<file path="src/rtl/irq_pending_pkg.sv">
package irq_pending_pkg;
  localparam int SW_BITS = 2;
  localparam int HW_BITS = 5;
  localparam int PEND_W  = SW_BITS + HW_BITS + 1;

  typedef struct packed {
    logic               swLoad;
    logic [HW_BITS-1:0] hwLoad;
    logic               timerSet;
    logic               timerClr;
    logic               nmiFire;
  } ctrlStrobes_t;
endpackage

</file>
<file path="src/rtl/irq_pending_ctrl.sv">
module irq_pending_ctrl
  import irq_pending_pkg::*;
#(
  parameter int PERF_CNT = 2
) (
  input  logic                clk,
  input  logic                rstN,
  input  logic                swWrEn,
  input  logic                busMsgValid,
  input  logic [HW_BITS-1:0]  hwEnField,
  input  logic                cntEqCmp,
  input  logic [PERF_CNT-1:0] perfOvf,
  input  logic                timerClrIn,
  input  logic                nmiInN,
  output ctrlStrobes_t        stb
);
  logic nmiArmed;
  logic nmiFire;

  // Arm only after a high sample; reset disarmed so a low level at reset is inert.
  always_ff @(posedge clk or negedge rstN) begin
    if (!rstN) begin
      nmiArmed <= 1'b0;
    end else if (nmiInN) begin
      nmiArmed <= 1'b1;
    end else if (nmiFire) begin
      nmiArmed <= 1'b0;
    end
  end

  assign nmiFire = nmiArmed & ~nmiInN;

  for (genvar i = 0; i < HW_BITS; i++) begin : g_hwLoad
    assign stb.hwLoad[i] = busMsgValid & hwEnField[i];
  end

  assign stb.swLoad   = swWrEn;
  assign stb.timerSet = cntEqCmp | (|perfOvf);
  assign stb.timerClr = timerClrIn;
  assign stb.nmiFire  = nmiFire;
endmodule

</file>
<file path="src/rtl/irq_pending_dp.sv">
module irq_pending_dp
  import irq_pending_pkg::*;
(
  input  logic               clk,
  input  logic               rstN,
  input  ctrlStrobes_t       stb,
  input  logic [SW_BITS-1:0] swData,
  input  logic [HW_BITS-1:0] hwData,
  output logic [PEND_W-1:0]  pend,
  output logic               nmiReq
);
  logic [SW_BITS-1:0] swBits;
  logic [HW_BITS-1:0] hwBits;
  logic               timerBit;

  always_ff @(posedge clk or negedge rstN) begin
    if (!rstN) begin
      swBits <= '0;
    end else if (stb.swLoad) begin
      swBits <= swData;
    end
  end

  for (genvar i = 0; i < HW_BITS; i++) begin : g_hwBit
    logic q;
    always_ff @(posedge clk or negedge rstN) begin
      if (!rstN) begin
        q <= 1'b0;
      end else if (stb.hwLoad[i]) begin
        q <= hwData[i];
      end
    end
    assign hwBits[i] = q;
  end

  // A set event at the same edge as a clear wins, so no event is lost.
  always_ff @(posedge clk or negedge rstN) begin
    if (!rstN) begin
      timerBit <= 1'b0;
    end else if (stb.timerSet) begin
      timerBit <= 1'b1;
    end else if (stb.timerClr) begin
      timerBit <= 1'b0;
    end
  end

  always_ff @(posedge clk or negedge rstN) begin
    if (!rstN) begin
      nmiReq <= 1'b0;
    end else begin
      nmiReq <= stb.nmiFire;
    end
  end

  assign pend = {timerBit, hwBits, swBits};
endmodule

</file>
<file path="src/rtl/irq_pending.sv">
module irq_pending
  import irq_pending_pkg::*;
#(
  parameter int BUS_W     = 32,
  parameter int HW_EN_LSB = 16,
  parameter int PERF_CNT  = 2,
  parameter int CAUSE_W   = 16,
  parameter int PEND_LSB  = 8
) (
  input  logic                clk,
  input  logic                rstN,
  input  logic                swWrEn,
  input  logic [SW_BITS-1:0]  swWrData,
  input  logic                busMsgValid,
  input  logic [BUS_W-1:0]    busData,
  input  logic                cntEqCmp,
  input  logic [PERF_CNT-1:0] perfOvf,
  input  logic                timerClr,
  input  logic                nmiInN,
  output logic                nmiReq,
  output logic [CAUSE_W-1:0]  causeRd
);
  ctrlStrobes_t        stb;
  logic [PEND_W-1:0]   pend;
  logic                busUnused;

  assign busUnused = ^busData;

  irq_pending_ctrl #(.PERF_CNT(PERF_CNT)) u_ctrl (
    .clk        (clk),
    .rstN       (rstN),
    .swWrEn     (swWrEn),
    .busMsgValid(busMsgValid),
    .hwEnField  (busData[HW_EN_LSB +: HW_BITS]),
    .cntEqCmp   (cntEqCmp),
    .perfOvf    (perfOvf),
    .timerClrIn (timerClr),
    .nmiInN     (nmiInN),
    .stb        (stb)
  );

  irq_pending_dp u_dp (
    .clk    (clk),
    .rstN   (rstN),
    .stb    (stb),
    .swData (swWrData),
    .hwData (busData[HW_BITS-1:0]),
    .pend   (pend),
    .nmiReq (nmiReq)
  );

  always_comb begin
    causeRd = '0;
    causeRd[PEND_LSB +: PEND_W] = pend;
  end
endmodule

</file>
<file path="config.mk">
export PLATFORM = sky130hd
export DESIGN_NAME = irq_pending
export DESIGN_NICKNAME = d
export VERILOG_FILES = /design/src/rtl/irq_pending_pkg.sv /design/src/rtl/irq_pending_ctrl.sv /design/src/rtl/irq_pending_dp.sv /design/src/rtl/irq_pending.sv
export SDC_FILE = /design/constraint.sdc
export NUM_CORES = 1
export LEC_CHECK = 0
export BUFFER_PORTS_ARGS = -buffer_cell sky130_fd_sc_hd__buf_2
export CORE_ASPECT_RATIO = 1.1
export CORE_UTILIZATION = 23
export DETAILED_ROUTE_END_ITERATION = 12
export GPL_TIMING_DRIVEN = 1
export HOLD_SLACK_MARGIN = 0.08
export SLEW_MARGIN = 20
export SYNTH_ARGS = -nofsm -noshare
export SYNTH_HDL_FRONTEND = slang
export SYNTH_HIERARCHICAL = 1
export SYNTH_SLANG_ARGS = --single-unit
</file>
<file path="constraint.sdc">
create_clock -name clk -period 1.56 [get_ports clk]
set_input_delay 0.078 -clock clk [delete_from_list [all_inputs] [get_ports clk]]
set_output_delay 0.078 -clock clk [all_outputs]
set_load 0.02 [all_outputs]
</file>
==> After elaboration in Yosys (flattened, before gate mapping) <==
Cells that the tools add are included.
{ "totals": {"n_memories": 0, "latch_bits": 0, "wordCells": 24, "in_bits": 43, "ram_bits": 0, "output_inout_bits": 17, "romBits": 0, "register_bits": 10} }
{ "classes": {"n_eq_ne": 0, "shifts": 0, "order_cmp": 0, "n_mul": 0, "div_mod_pow": 0, "n_addsub": 0, "mux": 4, "reduce_logical": 3, "bitwise": 8} }
{ "op_table": {"columns": ["operator", "count"], "rows": [
  ["bitwise AND 1 bit", 6],
  ["2-to-1 mux 1 bit", 4],
  ["nonzero test 2 bit", 2],
  ["OR reduction 2 bit", 1],
  ["inverter 1 bit", 1],
  ["bitwise OR 1 bit", 1]
]} }

==> Longest topological paths before layout <==
Gate-level depths: netlist of the first run.
{ "logic_depth": {"depth_word": 4, "depth_mapped": 3, "ltp_nobuf": 2} }

==> By module <==
Netlist of the first run, hierarchy kept.
{ "by_module_without_submodules": {"columns": ["module", "n_inst", "area_per_inst_um2", "seq_area_each_um2", "cells_per_inst"], "rows": [
  ["irq_pending_dp", 1, 379.1, 225.2, 24],
  ["irq_pending_ctrl", 1, 95.1, 25.0, 12],
  ["irq_pending", 1, 63.8, 0.0, 9]
]} }

==> Worst setup path before layout of the first run <==
OpenSTA, ideal clock, no wires.
{ "synth_timing": {"path_type": "register -> register", "start": "reg, netlist name u_dp/swBits[0]", "end": "reg u_dp.swBits[0]", "path_buffers": 0, "t_arrival_ps": 710, "setup_ps": 125, "t_required_ps": 1435, "stages_incl_launch_ff": 2, "synth_period_minus_slack_ps": 835, "path_slack_ps": 725, "path_cell_list": "dfrtp_1 > mux2_4"} }
{ "synth_rtl": {"columns": ["item", "line_no", "rtl"], "rows": [
  ["to (signal assigned)", "irq_pending_dp.sv:20", "swBits <= swData;"],
  ["to (decl)", "irq_pending_dp.sv:12", "logic [SW_BITS-1:0] swBits;"]
]} }

==> Worst setup path in the final report of the first run <==
{ "layout_timing": {"start": "reg u_dp.g_hwBit[3].q", "end": "out causeRd[13]"} }
{ "layout_rtl": {"columns": ["item", "line_no", "rtl"], "rows": [
  ["from (decl)", "irq_pending_dp.sv:25", "logic q;"],
  ["from (signal assigned)", "irq_pending_dp.sv:30", "q <= hwData[i];"],
  ["to (decl)", "irq_pending.sv:21", "output logic [CAUSE_W-1:0] causeRd"]
]} }
No word-level cell between the ends.

==> results of run 1 <==
sequential cells by signal (all words and copies together) (netlist names):
signal           count
u_dp/timerBit        1
u_dp/g_hwBit.q       5
u_dp/nmiReq          1
u_dp/swBits          2
u_ctrl/nmiArmed      1
routing by layer:
| layer | vias up | wire (um) | GRT usage (%) | part of all wire [%] |
|---|---|---|---|---|
| li1 | 179 | - | - | - |
| met1 | 162 | 382 | 9.22 | 43 |
| met2 | 24 | 437 | 11.3 | 49 |
| met3 | 0 | 71 | 3.10 | 8.0 |
| met4 | 0 | 0 | 6.94 | 0 |
| met5 | - | 0 | 0 | 0 |
cell families (layout without fill, tap and decap cells):
| logic type | Yosys count | after routing | share of synthesized area, % |
|---|---|---|---|
| compound gates | 1 | 1 | 1.40 |
| flops | 10 | 10 | 46.5 |
| buf+inv | 19 | 42 | 25.1 |
| mux | 7 | 7 | 18.1 |
| simple gates | 7 | 7 | 8.14 |
| other cells | 1 | 8 | 0.697 |
per-stage QoR:
step / hold slack, ns / total power [uW] / std cells
after floorplan: -0.218 / 448 / 52
after global placement: -0.0468 / 455 / 93
after detailed placement: -0.0456 / 460 / 93
after CTS: 0.0848 / 648 / 105
after global routing: 0.0957 / 683 / 105
final: 0.0971 / 634 / 105
placed cells by master, fill, tap and decap left out:
master	instances
or3_1	1
a21o_1	1
dlygate4sd3_1	9
conb_1	8
inv_1	1
buf_2	29
and2_1	5
clkbuf_4	3
mux2_4	5
nor2b_1	1
mux2_2	2
dfrtp_1	10
how the worst max path moves through the flow:
stage,start,to,slack (ns),cells past startpoint
after floorplan,u_dp/swBits[0]$_DFFE_PN0P_,u_dp/swBits[0]$_DFFE_PN0P_,0.73,1
after global placement,perfOvf[1],u_dp/timerBit$_DFFE_PN0P_,0.76,3
after detailed placement,perfOvf[1],u_dp/timerBit$_DFFE_PN0P_,0.76,3
after CTS,u_dp/swBits[0]$_DFFE_PN0P_,causeRd[8],0.67,1
after global routing,u_dp/swBits[0]$_DFFE_PN0P_,causeRd[8],0.64,1
final,u_dp/g_hwBit[3].q$_DFFE_PN0P_,causeRd[13],0.68,1
power by group:
group | internal, uW | switching [uW]
clock | 88.4 | 75.1
sequential | 287 | 13.6
combinational | 84.7 | 85.4
layout make-up:
| type | instances | share of cell area, % |
|---|---|---|
| inverter | 1 | 0.515 |
| multi-input combinational | 23 | 24.6 |
| sequential | 10 | 34.4 |
| timing repair buffer | 38 | 32.3 |
| tap | 30 | 5.15 |
| clock buffer | 3 | 3.09 |
synthesized netlist by cell type:
cell / instances / area share [%]
a21o_1: 1 / 1.4
and2_1: 5 / 5.8
buf_4: 17 / 24
clkbuf_1: 1 / 0.70
conb_1: 1 / 0.70
dfrtp_1: 10 / 47
inv_1: 1 / 0.70
mux2_2: 2 / 4.2
mux2_4: 5 / 14
nor2b_1: 1 / 1.2
or3_1: 1 / 1.2
==> metrics.txt, run 1 <==
status=finished clean; global-route wire length before repair=1310 um; delay-heaviest family, CP=flip-flops; Worst Path Buf+Inv=1; CTS Buf Count=3; Final Setup Violations=0; initial antenna violation count=0; DR iter-0 viols=0; fmax=1.14 GHz; CTS root buffer=clkbuf_4; critical path arrival=0.80 ns; CTS Hold Bufs=9; slowest cell delay on critical path=0.39 ns; Final Hold Fails=0; cells resized by post-CTS repair=0; total gr overflow=0; finished layout cell area=728 um2; unrepaired setup endpoints after global routing=false; Hold Crit Class=input pin to register; RR Startpoint=u_dp/swBits[0]$_DFFE_PN0P_; final setup TNS=0 ns; worst skew pair latency=0.25 ns; yosys warns=6; CP Data Required Time=1.48 ns; CP max FO=2; Synth Register Bits=10; depth of the most critical reg-to-reg path=1; FILL cells=236; critical path endpoint category=primary output; die area=2540 um2; Netlist cell types=11; residual DRC count=0; RR Endpoint=u_dp/swBits[0]$_DFFE_PN0P_; max-slew violation total from the final report=0; CP startpoint kind=register; postcts setup bufs=0; Seq/Total Area, Yosys=46.5%; vias in the first global route=324; Via density=3.48; WHS Path Cells=3; Reg clk slew, reported paths=0.06 ns; ratio of cells with drive above 1 in the final layout=52.0%; Hold Path End=u_dp/timerBit$_DFFE_PN0P_; IO Pins=60; Buffers on Ports=29; mapped cell area=538 um2; CP Class=register to primary output; Hold Startpoint=timerClr; Clock Sinks=10; GRT Util Overall=8.07%; Multi-input gate area=179 um2; largest net degree at the start of global routing=11; GPL Wtd Cong=0.509; synthesized instance count=45; Total Wirelength=891 um; CTS tree=yes; Max VDD drop=0.474 mV; worst slack, placed=0.760 ns; wire length per cell=8.49 um; syn_area_per_cell=12.0 um2; CTS H-tree depth=1; flop2flop setup slack=0.80 ns; PD cells=871 nW/um2; fin crit share=56.3%; Die Y=52.7 um; Inserted Diodes=0; worst setup margin=0.682 ns; MaxCap Viol Count=0; Die X-Extent=48.1 um; leakage power=0.000378 uW; Clock Tree Buf Depth=2; Initial Utilization=24.1%; Nets=120; Final min period=0.878 ns; via count=365; Worst Skew=0.000134 ns; Core Util, Final=32.7%; CP Cell Sequence=buf_2; CP max stage cell=dfrtp_1; Core ar.=2230 um2; num rows=18; FF/Latch Area=250 um2; drt first pass iters=1; Post-DP Area=616 um2; area grow syn2layout=35.3%; Final ANT Viol Nets=0
Power figures use the tool's default switching activity.
==> run 2, diff against run 1 <==
- clock period: 1.56 -> 0.8 ns (I/O delays scaled with it)
==> run 2 against run 1 <==
  * Non-clock buffer count did not move
  * Routed wire length rose by 9.0%
  * Highest routed layer unchanged
  * Critical path type unchanged
  * Die area did not move
  * Worst hold slack got worse by 0.043 ns
  * Critical path depth did not move
  * The run now ends with negative setup slack left
==> metrics.txt, run 2 (synthesized netlist as in run 1, its figures left out) <==
CTS Hold Bufs=9; residual DRC count=0; ratio of cells with drive above 1 in the final layout=55.3%; Worst Path Buf+Inv=1; Total Wirelength=971 um; Total Power=1450 uW; Via density=3.54; worst skew pair latency=0.26 ns; status=finished with violations; unrepaired setup endpoints after global routing=true; wire length per cell=9.16 um; CTS tree=yes; DR iter-0 viols=0; CP Data Required Time=0.76 ns; commonest non-fill, non-tap cells in the layout=19 x buf_2, 9 x dlygate4sd3_1, 9 x buf_6; Largest regs=u_dp/g_hwBit.q: 5 flops, u_dp/swBits: 2 flops; Reg clk slew, reported paths=0.07 ns; Final Setup Violations=8; commonest non-fill, non-tap cell in the layout=buf_2; flop2flop setup slack=0.01 ns; CP Class=register to primary output; CP Cell Sequence=buf_6; Hold Crit Class=input pin to register; Core ar.=2230 um2; Die Y=52.7 um; CTS root buffer=clkbuf_4; Comb pwr share=27.2%; number of cells on the critical path=1; worst setup margin=-0.0478 ns; Hold Startpoint=perfOvf[0]; drt first pass iters=1; CP startpoint kind=register; CTS Buf Count=3; met1 usage=8.90%; depth of the most critical reg-to-reg path=1; vias in the first global route=381; critical path arrival=0.81 ns; Worst Skew=0.000119 ns; PD cells=1810 nW/um2; Final Hold Fails=0; critical path endpoint category=primary output; fin crit share=106%; CTS H-tree depth=1; initial antenna violation count=0; busiest layer in global routing=met2; worst slack, placed=0.0307 ns; die area=2540 um2; global-route wire length before repair=1480 um; IO Pins=60; MaxCap Viol Count=0; GRT Util Overall=8.99%; Buffers on Ports=29; Clock Tree Buf Depth=2; Max VDD drop=0.732 mV; Final min period=0.848 ns; num rows=18; post-route insts no fill=106; Inserted Diodes=0; leakage power=0.000403 uW; Initial Utilization=24.1%; final setup TNS=-0.271 ns; Clock Sinks=10; largest net degree at the start of global routing=11; FILL cells=230; area grow syn2layout=49.3%; max-slew violation total from the final report=0; GRT met3 Usage=3.10%; Hold Path End=u_dp/timerBit$_DFFE_PN0P_; Switching Share=26.7%; total gr overflow=0; via count=375; GPL Wtd Cong=0.538; failing checks=negative setup slack; GR Layer Usage met2=15.3%; delay-heaviest family, CP=flip-flops; proportion of power drawn by flip-flops and latches=41.3%; placed insts=93; Clk pwr share=31.5%; CP max stage cell=dfrtp_1; CP max FO=2; fmax=1.18 GHz; slowest cell delay on critical path=0.40 ns; Most flops, register=u_dp/g_hwBit.q; RR Endpoint=u_dp/swBits[0]$_DFFE_PN0P_; Net Switching=387 uW; Largest register FFs=5; Final ANT Viol Nets=0; Nets=120; Die X-Extent=48.1 um; RR Startpoint=u_dp/swBits[0]$_DFFE_PN0P_; Int Power=1060 uW; WHS Path Cells=3
## run 2: cell count changes in the layout (fill, tap and decap cells not counted)
cell,delta
clkbuf_8,+1
buf_6,+9
dfrtp_1,-2
buf_2,-10
dfrtp_2,+2
buf_4,+1
## run 2: per-stage QoR
| stage | utilization, % | hold WS, ns | cell area (um2) |
|---|---|---|---|
| 2_1_floorplan | - | -0.256 | 567 |
| 3_3_place_gp | 27.7 | -0.0828 | 618 |
| 3_5_place_dp | 27.7 | -0.0864 | 618 |
| 4_1_cts | 35.9 | 0.0347 | 801 |
| 5_1_grt | 36.0 | 0.0605 | 803 |
| 6_report | 36.0 | 0.0542 | 803 |
## run 2: power by group through the flow
| stage | Sequential (uW) | Combinational (uW) | Clock [uW] |
|---|---|---|---|
| 2_1_floorplan | 608 | 267 | 0 |
| 3_3_place_gp | 592 | 298 | 0 |
| 3_5_place_dp | 595 | 303 | 0 |
| 4_1_cts | 600 | 397 | 484 |
| 5_1_grt | 607 | 428 | 504 |
| 6_report | 599 | 394 | 457 |
## run 2: layout make-up
| class | count | area [um2] | share of cell area (%) |
|---|---|---|---|
| inverter | 1 | 3.75 | 0.467 |
| tap | 30 | 37.5 | 4.67 |
| timing repair buffer | 38 | 294 | 36.6 |
| sequential | 10 | 253 | 31.5 |
| multi-input combinational | 23 | 179 | 22.3 |
| clock buffer | 4 | 36.3 | 4.52 |
## run 2: how the worst max path moves through the flow
stage                     slack (ns)                          start                         end
after CTS                      -0.07  u_dp/g_hwBit[3].q$_DFFE_PN0P_                 causeRd[13]
after global placement          0.04     u_dp/swBits[0]$_DFFE_PN0P_  u_dp/swBits[0]$_DFFE_PN0P_
after global routing           -0.08  u_dp/g_hwBit[3].q$_DFFE_PN0P_                 causeRd[13]
after detailed placement        0.03                     perfOvf[1]   u_dp/timerBit$_DFFE_PN0P_
after floorplan                -0.02     u_dp/swBits[0]$_DFFE_PN0P_  u_dp/swBits[0]$_DFFE_PN0P_
final                          -0.05  u_dp/g_hwBit[3].q$_DFFE_PN0P_                 causeRd[13]
## run 2: worst min-delay path: cells and delay by family
kind | cells | cell delay, ns
AOI/OAI and AO/OA | 1 | 0.08
and+or+nand+nor | 1 | 0.09
buffers and inverters | 1 | 0.07
## run 2: repair_timing
| action | CTS | global route |
|---|---|---|
| buffers inserted | 0 | 1 |
| pin swaps | 0 | 1 |
| resized for setup | 18 | 0 |
| endpoints found under the hold margin | 20 | 3 |
| cloned | 0 | 0 |
| setup endpoints to repair | 9 | 13 |
## run 2: routing by layer
metal | share of wire [%] | up-vias
li1 | - | 178
met5 | 0 | -
met4 | 0 | 0
met2 | 53 | 24
met3 | 6.8 | 0
met1 | 40 | 173
